`src/rtl/bank_xlat_pkg.sv`:
```
package bank_xlat_pkg;

    typedef enum logic [1:0] {
        VAR_PLAIN  = 2'd0,
        VAR_BIGPRG = 2'd1,
        VAR_RAM2   = 2'd2,
        VAR_RAM4   = 2'd3
    } xlat_variant_e;

    typedef struct packed {
        logic       prg_mode;
        logic       prg_slot;
        logic       chr_mode;
        logic [3:0] prg_bank;
        logic [4:0] chr0;
        logic [4:0] chr1;
        logic       wram_dis;
    } xlat_ctrl_t;

    localparam logic [4:0] PRG_LAST_BANK = 5'd15;

    function automatic logic [4:0] pick_prg_bank(input xlat_ctrl_t c, input logic a14);
        logic [4:0] b;
        b = {1'b0, c.prg_bank};
        if (!c.prg_mode)
            return a14 ? b + 5'd1 : b;
        else if (!c.prg_slot)
            return a14 ? b : 5'd0;
        else
            return a14 ? PRG_LAST_BANK : b;
    endfunction

    function automatic logic [5:0] pick_chr_bank(input xlat_ctrl_t c, input logic a12);
        if (!c.chr_mode)
            return a12 ? {1'b0, c.chr0} + 6'd1 : {1'b0, c.chr0};
        else
            return a12 ? {1'b0, c.chr1} : {1'b0, c.chr0};
    endfunction

endpackage

```
`src/rtl/xlat_prg_map.sv`:
```
module xlat_prg_map
    import bank_xlat_pkg::*;
#(
    parameter xlat_variant_e VARIANT = VAR_PLAIN,
    parameter int PRG_KB = 256,
    parameter int PRG_AW = 18
) (
    input  xlat_ctrl_t        ctrl,
    input  logic [14:0]       cpu_lo,
    output logic [PRG_AW-1:0] rom_addr
);
    localparam logic [4:0] PMASK = 5'(PRG_KB / 16 - 1);

    logic [4:0] raw_bank;
    logic [4:0] full_bank;
    logic [4:0] bank_m;

    always_comb raw_bank = pick_prg_bank(ctrl, cpu_lo[14]);

    generate
        if (VARIANT == VAR_BIGPRG) begin : g_big
            always_comb full_bank = raw_bank | {ctrl.chr0[4], 4'd0};
        end else begin : g_std
            always_comb full_bank = raw_bank;
        end
    endgenerate

    always_comb begin
        bank_m   = full_bank & PMASK;
        rom_addr = PRG_AW'({bank_m, cpu_lo[13:0]});
    end

    logic unused_ctrl;
    assign unused_ctrl = ^ctrl;
endmodule

```
`src/rtl/xlat_chr_map.sv`:
```
module xlat_chr_map
    import bank_xlat_pkg::*;
#(
    parameter int CHR_KB  = 128,
    parameter int VRAM_KB = 8,
    parameter int CHR_AW  = 17
) (
    input  xlat_ctrl_t        ctrl,
    input  logic [12:0]       ppu_lo,
    output logic [CHR_AW-1:0] mem_addr
);
    generate
        if (CHR_KB == 0) begin : g_ram
            localparam logic [CHR_AW-1:0] VMASK = CHR_AW'(VRAM_KB * 1024 - 1);
            always_comb mem_addr = CHR_AW'(ppu_lo) & VMASK;
        end else begin : g_rom
            localparam logic [5:0] CMASK = 6'(CHR_KB / 4 - 1);
            logic [5:0] bank_m;
            always_comb begin
                bank_m   = pick_chr_bank(ctrl, ppu_lo[12]) & CMASK;
                mem_addr = CHR_AW'({bank_m, ppu_lo[11:0]});
            end
        end
    endgenerate

    logic unused_ctrl;
    assign unused_ctrl = ^ctrl;
endmodule

```
`src/rtl/xlat_wram_map.sv`:
```
module xlat_wram_map
    import bank_xlat_pkg::*;
#(
    parameter xlat_variant_e VARIANT = VAR_PLAIN,
    parameter int WRAM_AW = 13
) (
    input  xlat_ctrl_t         ctrl,
    input  logic [12:0]        cpu_lo,
    output logic [WRAM_AW-1:0] ram_addr
);
    logic [1:0] page;

    generate
        if (VARIANT == VAR_RAM2) begin : g_two
            always_comb page = {1'b0, ctrl.chr0[3]};
        end else if (VARIANT == VAR_RAM4) begin : g_four
            always_comb page = ctrl.chr0[3:2];
        end else begin : g_one
            always_comb page = 2'd0;
        end
    endgenerate

    always_comb ram_addr = WRAM_AW'({page, cpu_lo});

    logic unused_ctrl;
    assign unused_ctrl = ^ctrl;
endmodule

```
`src/rtl/bank_xlat.sv`:
```
module bank_xlat
    import bank_xlat_pkg::*;
#(
    parameter xlat_variant_e VARIANT = VAR_PLAIN,
    parameter int PRG_KB  = 256,
    parameter int CHR_KB  = 128,
    parameter int VRAM_KB = 8,
    parameter int WRAM_KB = 8,
    localparam int PRG_AW  = $clog2(PRG_KB * 1024),
    localparam int CHR_AW  = (CHR_KB == 0) ? $clog2(VRAM_KB * 1024) : $clog2(CHR_KB * 1024),
    localparam int WRAM_AW = $clog2(WRAM_KB * 1024)
) (
    input  logic               clk,
    input  logic               rst,
    input  logic [15:0]        cpu_addr,
    input  logic [13:0]        ppu_addr,
    input  logic               ppu_wr,
    input  logic               prg_mode,
    input  logic               prg_slot,
    input  logic               chr_mode,
    input  logic [3:0]         prg_bank,
    input  logic [4:0]         chr_bank0,
    input  logic [4:0]         chr_bank1,
    input  logic               wram_dis,
    output logic [PRG_AW-1:0]  prg_addr,
    output logic               rom_sel,
    output logic [WRAM_AW-1:0] wram_addr,
    output logic               wram_sel,
    output logic [CHR_AW-1:0]  chr_addr,
    output logic               chr_sel,
    output logic               chr_we
);
    localparam bit CHR_IS_RAM = (CHR_KB == 0);

    xlat_ctrl_t ctrl;
    always_comb begin
        ctrl.prg_mode = prg_mode;
        ctrl.prg_slot = prg_slot;
        ctrl.chr_mode = chr_mode;
        ctrl.prg_bank = prg_bank;
        ctrl.chr0     = chr_bank0;
        ctrl.chr1     = chr_bank1;
        ctrl.wram_dis = wram_dis;
    end

    logic [PRG_AW-1:0]  prg_nx;
    logic [CHR_AW-1:0]  chr_nx;
    logic [WRAM_AW-1:0] wram_nx;

    xlat_prg_map #(.VARIANT(VARIANT), .PRG_KB(PRG_KB), .PRG_AW(PRG_AW)) prg_map_i (
        .ctrl(ctrl), .cpu_lo(cpu_addr[14:0]), .rom_addr(prg_nx));

    xlat_chr_map #(.CHR_KB(CHR_KB), .VRAM_KB(VRAM_KB), .CHR_AW(CHR_AW)) chr_map_i (
        .ctrl(ctrl), .ppu_lo(ppu_addr[12:0]), .mem_addr(chr_nx));

    xlat_wram_map #(.VARIANT(VARIANT), .WRAM_AW(WRAM_AW)) wram_map_i (
        .ctrl(ctrl), .cpu_lo(cpu_addr[12:0]), .ram_addr(wram_nx));

    logic in_wram_win;
    always_comb in_wram_win = (cpu_addr[15:13] == 3'b011);

    always_ff @(posedge clk) begin
        if (rst) begin
            prg_addr  <= '0;
            rom_sel   <= 1'b0;
            wram_addr <= '0;
            wram_sel  <= 1'b0;
            chr_addr  <= '0;
            chr_sel   <= 1'b0;
            chr_we    <= 1'b0;
        end else begin
            prg_addr  <= prg_nx;
            rom_sel   <= cpu_addr[15];
            wram_addr <= wram_nx;
            wram_sel  <= in_wram_win && !wram_dis;
            chr_addr  <= chr_nx;
            chr_sel   <= !ppu_addr[13];
            chr_we    <= CHR_IS_RAM && ppu_wr && !ppu_addr[13];
        end
    end

    // outputs cleared after a reset edge
    a_r1_reset_clear: assert property (@(posedge clk)
        $past(rst) |-> (!rom_sel && !wram_sel && !chr_sel && !chr_we && prg_addr == '0));

    // in-bank offset passes through one clock later
    a_r5_prg_offset: assert property (@(posedge clk) disable iff (rst)
        rom_sel |-> prg_addr[13:0] == $past(cpu_addr[13:0]));

    // work RAM only in its window and when enabled
    a_r13_wram_gate: assert property (@(posedge clk) disable iff (rst)
        wram_sel |-> (!$past(wram_dis) && $past(cpu_addr[15:13]) == 3'b011));

    // ROM and work RAM never selected together
    a_r13_exclusive: assert property (@(posedge clk) disable iff (rst)
        $onehot0({rom_sel, wram_sel}));

    generate
        if (CHR_IS_RAM) begin : g_a_ram
            // writes only for a requested pattern-space write
            a_r9_we_source: assert property (@(posedge clk) disable iff (rst)
                chr_we |-> ($past(ppu_wr) && chr_sel));
        end else begin : g_a_rom
            // ROM boards never write
            a_r9_rom_no_we: assert property (@(posedge clk) disable iff (rst) !chr_we);
            // 4 KB offset passes through
            a_r8_chr_offset: assert property (@(posedge clk) disable iff (rst)
                chr_sel |-> chr_addr[11:0] == $past(ppu_addr[11:0]));
        end
    endgenerate
endmodule

```
`config.mk`:
```
export PLATFORM = sky130hd
export DESIGN_NAME = bank_xlat
export DESIGN_NICKNAME = d
export VERILOG_FILES = /design/src/rtl/bank_xlat_pkg.sv /design/src/rtl/xlat_prg_map.sv /design/src/rtl/xlat_chr_map.sv /design/src/rtl/xlat_wram_map.sv /design/src/rtl/bank_xlat.sv
export SDC_FILE = /design/constraint.sdc
export NUM_CORES = 1
export LEC_CHECK = 0
export ABC_AREA = 1
export ABC_CLOCK_PERIOD_IN_PS = 2000
export BUFFER_PORTS_ARGS = -buffer_cell sky130_fd_sc_hd__buf_2
export CORE_MARGIN = 5
export CORE_UTILIZATION = 30
export DETAILED_ROUTE_END_ITERATION = 10
export SETUP_SLACK_MARGIN = 0.4
export SLEW_MARGIN = 20
export SYNTH_ARGS = -nofsm -noshare
export SYNTH_HDL_FRONTEND = slang
export SYNTH_SLANG_ARGS = --single-unit
```
`constraint.sdc`:
```
create_clock -name clk -period 2 [get_ports clk]
set_clock_uncertainty 0.2 [all_clocks]
set_input_delay 0.1 -clock clk [delete_from_list [all_inputs] [get_ports clk]]
set_output_delay 0.1 -clock clk [all_outputs]
set_load 0.05 [all_outputs]
```
==> flow_summary_export.csv <==
group,metric,value,unit
outcome,status,"complete, but fails checks",
outcome,violations,"hold timing",
critical_path,cp.required,2030,ps
critical_path,crit_end,"wram_sel$_SDFF_PP0_",
floorplan,core.rowCount,26,
clock_tree,clk_path_buf_depth,2,
drt,initialDrtViolationCount,26,
yosys,muxShareOfSynthArea,0,%
floorplan,fp.coreArea,5040,um2
critical_path,critPathMaxFanout,2,
critical_path,endpoint_kind,"register",
timing,layout_min_cycle_time,1520,ps
critical_path,cp_num_buf_inv,4,
yosys,synth_top_family_by_area,"buffers and inverters",
drt,postRouteAntennaNets,0,
timing,finalHoldViolCount,1,
final_layout,multi_input_area,473,um2
yosys,synth_edf_count,0,
final_layout,register_area,761,um2
critical_path,cp.depth,6,
yosys,syn-cell-area,1530,um2
yosys,ys_types,25,
clock_tree,h-tree-depth,2,
timing,rsz0062_at_grt,"no",
timing,clock.fmax,657,MHz
pwr,power,2.11,mW
drt,routed_wl,4140,um
placed_design,port_buffers,100,
yosys,async_reset_ff_share,0,%
global_route,grtUsageTotal,12.9,%
clock_tree,clk_pin_slew,80,ps
yosys,netlist_instances,188,
critical_path,critPathArrivalTime,1550,ps
floorplan,die_h,81.5,um
drt,drc,0,
yosys,synthAdderAreaFrac,3.26,%
yosys,ys_top_cells_by_count,"38 x dfxtp_1, 36 x inv_1, 32 x nor2_1, 15 x buf_4, 12 x nand2_1",
timing,whs,-24.2,ps
global_route,first_global_vias,1619,
placed_design,placed_cell_area,1990,um2
final_layout,diodes,0,
floorplan,start_util,30.4,%
pwr,ir_worst_vdd,0.439,mV
global_route,grt_max_degree,19,
floorplan,chipWidth,81.5,um
yosys,synth_xor_area_share,0,%
clock_tree,post-cts-setup-buffers,0,
floorplan,ios,103,
timing,slew_violations,0,
placed_design,place_hpwl,2770,um
yosys,synth_flop_cell,"dfxtp_1",
timing,finalCritPeriodShare,76.1,%
yosys,yosysWarnings,0,
final_layout,fin_nets,384,
critical_path,cp_slowest_cell,"dlygate4sd3_1",
floorplan,dieArea,6640,um2
drt,vias,1588,
pwr,p_per_area,793,nW/um2
drt,drt_first_pass_iters,4,
final_layout,stdcell_area,2670,um2
global_route,grt_overflow_total,0,
drt,avgViaCountPerCell,3.97,
placed_design,place.gp.congestion,0.722,
critical_path,worstSetupStartpointType,"input port",
critical_path,cp-startpoint,"cpu_addr[15]",
clock_tree,numCtsBuffers,5,
yosys,syn-num-nets,243,
timing,setup_viol,0,
critical_path,critPathMaxStageDelay,550,ps
pwr,leakagePower,1.47,nW
critical_path,cp_cell_sequence,"dlygate4sd3_1 -> buf_2 -> inv_1 -> nand3_1 -> nor3_1 -> dlygate4sd3_1",
yosys,synth_top_area_share,49.6,%
yosys,seq_area_frac_synth,49.6,%
final_layout,syn2layout_area_growth,73.7,%
flow_run,max_cap_violations,0,
drt,wire_per_inst,10.4,um
clock_tree,cts_num_sinks,38,
timing,tns,0,ps
critical_path,cpMostUsedCell,"dlygate4sd3_1",
final_layout,drive_gt1_share,37.6,%
yosys,synth_seq_cells,38,
min_path,hold_class,"input port to register",
global_route,antenna_found_initial,0,
yosys,synth_area_leader_cell,"dfxtp_1",
clock_tree,cts_tree,"built",
critical_path,crit_type,"input port to register",
yosys,syn_area_per_cell,8.16,um2
min_path,min_path_cells,5,
clock_tree,root_buffer,"clkbuf_8",
yosys,yosys.cell_count.top_type,"dfxtp_1",
critical_path,crit_family,"buffers and inverters",
global_route,grt_pass1_wl,6700,um
yosys,synth_area_leaders,"dfxtp_1 50%, inv_1 8.8%, nor2_1 7.8%",
final_layout,fillCellCount,465,
yosys,synth-simple-area-share,17.0,%
yosys,synth_compound_area_share,10.3,%
metrics by stage:
step	setup WS (ps)	utilization (%)	hold WS, ps	instances
floorplan	806	-	-27.6	188
global placement	821	39.4	56.9	339
detailed placement	831	39.4	59.9	339
CTS	456	53.1	0.896	402
global route	438	52.9	8.56	400
finish	477	52.9	-24.2	400
layout make-up:
cell class	instances	area share, %
Inverter	41	5.87
Clock buffer	6	3.10
Timing Repair Buffer	154	39.2
Multi-Input combinational cell	89	17.7
Sequential cell	38	28.5
Clock inverter	2	2.25
Tap cell	70	3.29
cells in the final DEF, fill, tap and decap left out, drive strengths merged, types with 6 or more instances in the layout:
cell         count
o21ai           10
nor2            32
a21oi           10
nand2           16
inv             41
buf            101
nand3            9
dlygate4sd3     53
dfxtp           38
clkbuf           6
what timing repair did:
action | in CTS | in global routing
resized for setup | 0 | 2
setup endpoints to repair | 0 | 2
hold endpoints to repair | 38 | 0
hold buffers | 55 | 0
kinds of logic after synthesis:
group                    count (synthesis)
adder cells (fa/ha/maj)                  4
flip-flops                              38
other                                    1
AND/OR/NAND/NOR                         59
AO/OA/AOI/OAI                           25
buffers and inverters                   61
power breakdown:
group / total (mW) / switching, mW / internal (mW) / leakage, nW
clock: 0.793 / 0.261 / 0.532 / 0.0714
combinational: 0.508 / 0.331 / 0.177 / 1.08
sequential: 0.812 / 0.0120 / 0.800 / 0.317
routing by layer:
metal  wire length [um]  vias to the layer above  global-route usage, %
li1                   -                      831                      -
met1               1580                      686                   13.4
met2               2100                       62                   23.9
met3                342                        9                   2.63
met4                116                        0                   7.09
met5                  0                        -                      0
worst min path at each step:
stage	from	slack [ps]	end
after global routing	rst	9	chr_addr[2]$_SDFF_PP0_
after CTS	rst	0.9	chr_addr[15]$_SDFF_PP0_
after detailed placement	ppu_addr[13]	60	chr_sel$_SDFF_PP0_
after floorplan	ppu_addr[13]	-30	chr_sel$_SDFF_PP0_
after global placement	ppu_addr[13]	60	chr_sel$_SDFF_PP0_
final	chr_mode	-20	chr_addr[13]$_SDFF_PP0_
sequential cells by signal (all words and copies together), names as in the netlist:
signal	count
chr_sel	1
chr_addr	17
rom_sel	1
wram_sel	1
prg_addr	18
Note: power is estimated with default switching activity, not from simulation.
